## config.mk

```make
export PLATFORM = sky130hd
export DESIGN_NAME = hbridge_gate_seq
export DESIGN_NICKNAME = d
export VERILOG_FILES = /design/src/rtl/hbg_pkg.sv /design/src/rtl/hbg_sync.sv /design/src/rtl/hbg_leg.sv /design/src/rtl/hbg_desat.sv /design/src/rtl/hbridge_gate_seq.sv
export SDC_FILE = /design/constraint.sdc
export NUM_CORES = 1
export LEC_CHECK = 0
export BUFFER_PORTS_ARGS = -buffer_cell sky130_fd_sc_hd__buf_2
export CELL_PAD_IN_SITES_DETAIL_PLACEMENT = 2
export CELL_PAD_IN_SITES_GLOBAL_PLACEMENT = 2
export CORE_MARGIN = 3
export CORE_UTILIZATION = 38
export DETAILED_ROUTE_END_ITERATION = 8
export PLACE_DENSITY = 0.81
export SETUP_SLACK_MARGIN = 0.2
export SLEW_MARGIN = 20
export SYNTH_ARGS = -nofsm -noshare
export SYNTH_HDL_FRONTEND = slang
export SYNTH_SLANG_ARGS = --single-unit
export TNS_END_PERCENT = 30
```

## constraint.sdc

```tcl
create_clock -name clk -period 3.17 [get_ports clk]
set_clock_uncertainty 0.1 [all_clocks]
set_input_delay 0 -clock clk [delete_from_list [all_inputs] [get_ports clk]]
set_output_delay 0 -clock clk [all_outputs]
set_load 0.05 [all_outputs]
```

## src/rtl/hbg_pkg.sv

```systemverilog
package hbg_pkg;
   localparam int NUM_GATES = 4;
   localparam int GI_HA = 0;
   localparam int GI_LA = 1;
   localparam int GI_HB = 2;
   localparam int GI_LB = 3;

   // Requested bridge state for a direction and PWM level; the source leg
   // high side stays on, the opposite leg chops.
   function automatic logic [NUM_GATES-1:0] bridge_request(input logic dir, input logic pwm);
      logic [NUM_GATES-1:0] r;
      r = '0;
      if (!dir) begin
         r[GI_HA] = 1'b1;
         r[GI_HB] = ~pwm;
         r[GI_LB] = pwm;
      end else begin
         r[GI_HB] = 1'b1;
         r[GI_HA] = ~pwm;
         r[GI_LA] = pwm;
      end
      return r;
   endfunction
endpackage

```

## src/rtl/hbg_sync.sv

```systemverilog
module hbg_sync #(
   parameter int W      = 2,
   parameter int STAGES = 2
) (
   input  logic         clk,
   input  logic         rst_n,
   input  logic [W-1:0] d,
   output logic [W-1:0] q
);
   if (STAGES < 0 || STAGES > 4) begin : g_bad_stages
      $error("hbg_sync: STAGES must be 0..4");
   end

   if (STAGES == 0) begin : g_bypass
      assign q = d;
   end else begin : g_chain
      logic [W-1:0] chain [STAGES];
      always_ff @(posedge clk or negedge rst_n) begin
         if (!rst_n) begin
            for (int i = 0; i < STAGES; i++) chain[i] <= '0;
         end else begin
            chain[0] <= d;
            for (int i = 1; i < STAGES; i++) chain[i] <= chain[i-1];
         end
      end
      assign q = chain[STAGES-1];
   end
endmodule

```

## src/rtl/hbg_leg.sv

```systemverilog
module hbg_leg #(
   parameter int CNT_W = 8
) (
   input  logic             clk,
   input  logic             rst_n,
   input  logic             req_hi,
   input  logic             req_lo,
   input  logic             allow,
   input  logic             restart,
   input  logic [CNT_W-1:0] dead,
   output logic             hi_q,
   output logic             lo_q
);
   localparam logic [CNT_W-1:0] CNT_MAX = '1;
   localparam logic [CNT_W:0]   ONE_W   = 1;

   logic [CNT_W-1:0] idle_cnt;
   logic             gap_ok;
   logic             hi_n, lo_n;

   // idle_cnt holds (cycles the leg has been fully off) - 1 as seen at the next edge
   always_comb begin
      gap_ok = !restart && (({1'b0, idle_cnt} + ONE_W) >= {1'b0, dead});
      hi_n   = allow && req_hi && (hi_q || (!lo_q && gap_ok));
      lo_n   = allow && req_lo && (lo_q || (!hi_q && gap_ok));
   end

   always_ff @(posedge clk or negedge rst_n) begin
      if (!rst_n) begin
         hi_q     <= 1'b0;
         lo_q     <= 1'b0;
         idle_cnt <= '0;
      end else begin
         hi_q <= hi_n;
         lo_q <= lo_n;
         if (hi_q || lo_q || restart) idle_cnt <= '0;
         else if (idle_cnt != CNT_MAX) idle_cnt <= idle_cnt + 1'b1;
      end
   end

   p_leg_exclusive_r4: assert property (@(posedge clk) disable iff (!rst_n)
      !(hi_q && lo_q));
   p_hi_after_lo_off_r4: assert property (@(posedge clk) disable iff (!rst_n)
      $rose(hi_q) |-> !$past(lo_q));
   p_lo_after_hi_off_r4: assert property (@(posedge clk) disable iff (!rst_n)
      $rose(lo_q) |-> !$past(hi_q));
endmodule

```

## src/rtl/hbg_desat.sv

```systemverilog
module hbg_desat #(
   parameter int NG    = 4,
   parameter int CNT_W = 8
) (
   input  logic             clk,
   input  logic             rst_n,
   input  logic [NG-1:0]    gate_q,
   input  logic [NG-1:0]    desat,
   input  logic [CNT_W-1:0] blank,
   input  logic             pwm_edge,
   output logic             trip,
   output logic             sc_latch
);
   localparam logic [CNT_W-1:0] CNT_MAX = '1;

   logic [NG-1:0] armed;

   for (genvar g = 0; g < NG; g++) begin : g_chan
      logic [CNT_W-1:0] on_cnt;
      always_ff @(posedge clk or negedge rst_n) begin
         if (!rst_n)                 on_cnt <= '0;
         else if (!gate_q[g])        on_cnt <= '0;
         else if (on_cnt != CNT_MAX) on_cnt <= on_cnt + 1'b1;
      end
      assign armed[g] = gate_q[g] && (on_cnt >= blank);
   end

   assign trip = |(armed & desat);

   always_ff @(posedge clk or negedge rst_n) begin
      if (!rst_n)        sc_latch <= 1'b0;
      else if (trip)     sc_latch <= 1'b1;
      else if (pwm_edge) sc_latch <= 1'b0;
   end

   p_latched_gates_off_r8: assert property (@(posedge clk) disable iff (!rst_n)
      sc_latch |-> (gate_q == '0));
   p_release_on_pwm_edge_r8: assert property (@(posedge clk) disable iff (!rst_n)
      $fell(sc_latch) |-> $past(pwm_edge));
endmodule

```

## src/rtl/hbridge_gate_seq.sv

```systemverilog
module hbridge_gate_seq
   import hbg_pkg::*;
#(
   parameter int CNT_W       = 8,
   parameter int SYNC_STAGES = 2
) (
   input  logic             clk,
   input  logic             rst_n,
   input  logic             enable,
   input  logic             dir_in,
   input  logic             pwm_in,
   input  logic [3:0]       desat_in,
   input  logic             pbat_low,
   input  logic [CNT_W-1:0] dead_cycles,
   input  logic [CNT_W-1:0] blank_cycles,
   output logic [3:0]       gate_on,
   output logic             short_flag
);
   localparam int NUM_LEGS = NUM_GATES / 2;

   if (CNT_W < 2 || CNT_W > 16) begin : g_bad_cnt_w
      $error("hbridge_gate_seq: CNT_W must be 2..16");
   end

   logic [1:0]           sync_q;
   logic                 dir_s, pwm_s, dir_d, pwm_d;
   logic                 pwm_edge, dir_chg;
   logic [NUM_GATES-1:0] req, gate_q;
   logic                 allow, trip, sc_latch, pbat_q;

   hbg_sync #(.W(2), .STAGES(SYNC_STAGES)) u_sync (
      .clk   (clk),
      .rst_n (rst_n),
      .d     ({dir_in, pwm_in}),
      .q     (sync_q)
   );
   assign {dir_s, pwm_s} = sync_q;

   always_ff @(posedge clk or negedge rst_n) begin
      if (!rst_n) begin
         dir_d  <= 1'b0;
         pwm_d  <= 1'b0;
         pbat_q <= 1'b0;
      end else begin
         dir_d  <= dir_s;
         pwm_d  <= pwm_s;
         pbat_q <= pbat_low;
      end
   end

   assign pwm_edge = pwm_s ^ pwm_d;
   assign dir_chg  = dir_s ^ dir_d;
   assign req      = bridge_request(dir_s, pwm_s);
   assign allow    = enable && !pbat_low && !sc_latch && !trip;

   for (genvar l = 0; l < NUM_LEGS; l++) begin : g_leg
      hbg_leg #(.CNT_W(CNT_W)) u_leg (
         .clk     (clk),
         .rst_n   (rst_n),
         .req_hi  (req[2*l]),
         .req_lo  (req[2*l+1]),
         .allow   (allow),
         .restart (dir_chg),
         .dead    (dead_cycles),
         .hi_q    (gate_q[2*l]),
         .lo_q    (gate_q[2*l+1])
      );
   end

   hbg_desat #(.NG(NUM_GATES), .CNT_W(CNT_W)) u_desat (
      .clk      (clk),
      .rst_n    (rst_n),
      .gate_q   (gate_q),
      .desat    (desat_in),
      .blank    (blank_cycles),
      .pwm_edge (pwm_edge),
      .trip     (trip),
      .sc_latch (sc_latch)
   );

   assign gate_on    = gate_q;
   assign short_flag = sc_latch | pbat_q;

   p_enable_masks_r1: assert property (@(posedge clk) disable iff (!rst_n)
      !enable |=> (gate_on == '0));
   p_pbat_immediate_r9: assert property (@(posedge clk) disable iff (!rst_n)
      pbat_low |=> (gate_on == '0 && short_flag));
   p_no_cross_leg_short_r4: assert property (@(posedge clk) disable iff (!rst_n)
      !(gate_on[GI_HB] && gate_on[GI_LB]) && !(gate_on[GI_HA] && gate_on[GI_LA]));
endmodule

```

==> metrics.md <==
| Metric | Value |
|---|---|
| Outcome | `finished, final reports clean` |
| Hold WC Path Type | `in2reg` |
| Warnings, synthesis | `0` |
| Worst-path clk slew | `80 ps` |
| Dpl ws | `between 300 and 400 ps` |
| Cell Rows | `36` |
| Sw Pwr | `0.000451 W` |
| Routability cong. | `0.774` |
| Critical-path maximum fanout | `5` |
| Area share of the largest cell type after synthesis | `38.7%` |
| Synth unique cells | `40` |
| Synthesized area | `3880 µm²` |
| Reg2reg setup slack | `about 300 ps` |
| DR pass1 iterations | `4` |
| Worst-Skew Late Latency | `around 340 ps` |
| Total die area | `11400 µm²` |
| Largest net degree at the start of global routing | `36` |
| DIE WIDTH | `107 µm` |
| Worst Max-Slew Pin Slew | `824 ps` |
| Post-synth net total | `497` |
| Synth area leader | `dfrtp_1` |
| Core ar. | `9860 µm²` |
| Avg Cell Area, Syn | `between 9 and 10 µm²` |
| Critical Path End Type | `register` |
| Slew HR | `45.1%` |
| Inserted Diodes | `0` |
| Number of flops mapped to enable cells by yosys | `0` |
| DRT antenna net count | `0` |
| Crit path time final | `2870 ps` |
| Top_reg_cell synth | `dfrtp_1` |
| CTS max path bufs | `2` |
| Clock power frac | `around 41%` |
| Tot Pwr | `0.00167 W` |
| Share of layout cells above drive strength 1 | `13.0%` |
| WL final | `11300 µm` |
| Cell leakage power | `2.24 nW` |
| Root Buffer | `clkbuf_8` |
| Initial Util | `39.3%` |
| Sw Ratio | `27.0%` |
| Antenna violations before repair | `0` |
| H-tree Lvls | `3` |
| Net count, final | `~540` |
| RSZ-0062 raised after global routing | `no` |
| Io pins | `31` |
| Cell Pwr Density | `378 nW/µm²` |
| Ys async rst share | `100%` |
| Sequential-to-total area share from yosys stat | `38.7%` |
| Port Buffers | `30` |
| Setup TNS | `0 ps` |
| Crit path arrival time | `3020 ps` |
| Crit path kind | `reg2reg` |
| Seq pwr share | `between 40% and 50%` |
| Gr ovfl total | `0` |
| Area growth syn-to-layout | `14.0%` |
| CTS tree | `done` |
| Critical Path End | `g_leg[1].u_leg.lo_q` |
| Internal | `between 0.001 and 0.0015 W` |
| Via count | `3290` |
| Fin crit share | `90.5%` |
| CP startpoint kind | `register` |
| Post-DR vias/cell | `5.53` |
| Max IR drop VDD | `about 0.23 mV` |
| Final slew viol count | `0` |
| RR Endpoint | `g_leg[1].u_leg.lo_q` |
| Yosys reg bits | `60` |
| Reg2reg start | `u_desat.g_chan[0].on_cnt[7]` |
| Gr usage total | `a little over a fifth` |
| Vias in the first global route | `3633` |
| Origin of the worst setup path | `u_desat.g_chan[0].on_cnt[7]` |
| Die Ht | `between 100 and 150 µm` |
| Clock Sinks | `60` |
| DRC Markers | `0` |
| DR WL/cell | `19.0 µm` |
| Timing-limited maximum frequency | `~350 MHz` |
| First-pass GRT wire length | `19100 µm` |
| Filler cell count | `1104` |
| DP HPWL | `8320 µm` |
| Max Cap Violations | `0` |
| Iteration-0 DRC Markers | `100` |
| Logic gate share of total power | `11.0%` |
| Setup violation total in the final timing report | `0` |
| Num CTS Buffers | `9` |
| Worst Reg-to-Reg Cells | `7` |
| Top area cells in the synthesized netlist | `dfrtp_1 (39%), ha_1 (17%), a21oi_1 (3.9%)` |
| Fin worst setup slack | `300 ps` |
| Critical Path RT | `approximately 3300 ps` |
| Cells after synthesis | `417` |
| Hold Violations, Final | `0` |
==> registers in the layout, indices dropped and copies added, names as in the netlist <==
signal	cells
dir_d	1
g_leg.u_leg.hi_q	2
g_leg.u_leg.idle_cnt	16
g_leg.u_leg.lo_q	2
pbat_q	1
pwm_d	1
u_desat.g_chan.on_cnt	32
u_desat.sc_latch	1
u_sync.g_chain.chain	2
u_sync.q	2
==> worst max-delay path, stage by stage, from the launching register on <==
cell     delay [ps]
dfrtp_1         420
ha_1            330
a21oi_2         160
o22ai_1         120
a311o_1         330
or4_4           540
or4_4           570
nor4b_2         220
==> cells in the mapped netlist (all sizes together) (3+ instances only) <==
cell type and count:
a211oi 5, a21o 3, a21oi 30, a31oi 7, and3 14, buf 6, clkbuf 4, dfrtp 60
ha 54, inv 37, mux2i 6, nand2 28, nand2b 5, nand3 21, nand3b 3, nand4 13
nor2 37, nor3 5, nor3b 3, o211ai 5, o21ai 24, or3 3, xnor2 10, xor2 16
==> metal layers <==
metal	global-route usage, %	routed length (µm)	up-vias
met3	2.53	307	15
met2	37.9	5850	42
met4	6.21	143	0
met5	0	0	-
li1	-	-	1559
met1	27.6	5020	1674
==> power groups by stage <==
| stage | clock [W] | combinational (W) | sequential (W) |
|---|---|---|---|
| 3_3_place_gp | 0 | 0.000168 | 0.000816 |
| 6_report | 0.000681 | 0.000184 | 0.000804 |
| 4_1_cts | 0.000703 | 0.000188 | 0.000804 |
| 5_1_grt | 0.000736 | 0.000219 | 0.000807 |
| 3_5_place_dp | 0 | 0.000182 | 0.000818 |
| 2_1_floorplan | 0 | 0.000106 | 0.000812 |
==> layout by cell type, fill, tap and decap left out, drive strengths merged, types with 4 or more instances in the layout <==
master	n
xor2	16
xnor2	10
and3	14
a31oi	7
inv	37
nand2	28
nand4	13
nor3	5
dlygate4sd3	4
nor2	37
nand3	21
dfrtp	60
mux2i	6
a21oi	30
clkbuf	11
ha	54
buf	35
a211oi	5
nand2b	5
o21ai	24
o211ai	5
==> area by class of cell <==
cell class,instances,area (µm²),area share [%]
Multi-Input combinational cell,310,2200,49.8
Sequential cell,60,1500,34.0
Timing Repair Buffer,39,228,5.15
Tap cell,133,166,3.77
Clock buffer,11,131,2.97
Inverter,37,139,3.14
Clock inverter,5,52.6,1.19
==> how the worst min path moves through the flow <==
stage,depth (start not counted),to,from,slack [ps]
4_1_cts,4,g_leg[0].u_leg.hi_q,enable,60
6_report,4,g_leg[1].u_leg.hi_q,enable,80
3_5_place_dp,1,u_sync.g_chain.chain[3],dir_in,10
5_1_grt,4,g_leg[1].u_leg.hi_q,enable,80
3_3_place_gp,1,u_sync.g_chain.chain[3],dir_in,9
2_1_floorplan,0,dir_d,rst_n,-400
==> repair_timing <==
action                                  4_1_cts  5_1_grt
endpoints found under the setup margin        0        4
hold buffers                                  4        0
endpoints found under the hold margin        39        0
resized for setup                             0        4
setup buffers                                 0        1
==> per-stage QoR <==
step / area [µm²] / hold slack (ps) / util, % / cells
after floorplan: 3880 / -396 / - / 417
after global placement: 4160 / 9.22 / 42.2 / 574
after detailed placement: 4160 / 9.65 / 42.2 / 574
after CTS: 4390 / 62.0 / 44.5 / 594
after global routing: 4420 / 82.7 / 44.8 / 595
final: 4420 / 80.4 / 44.8 / 595
==> logic make-up (layout without fill, tap and decap cells) <==
group,Yosys count,after routing,synth area share [%]
simple gates,141,141,18.7
compound gates,83,83,12.6
flops,60,60,38.7
fa+ha+maj,54,54,17.4
buf+inv,47,92,5.16
xor+xnor,26,26,5.87
mux,6,6,1.55
Power figures use the tool's default switching activity.
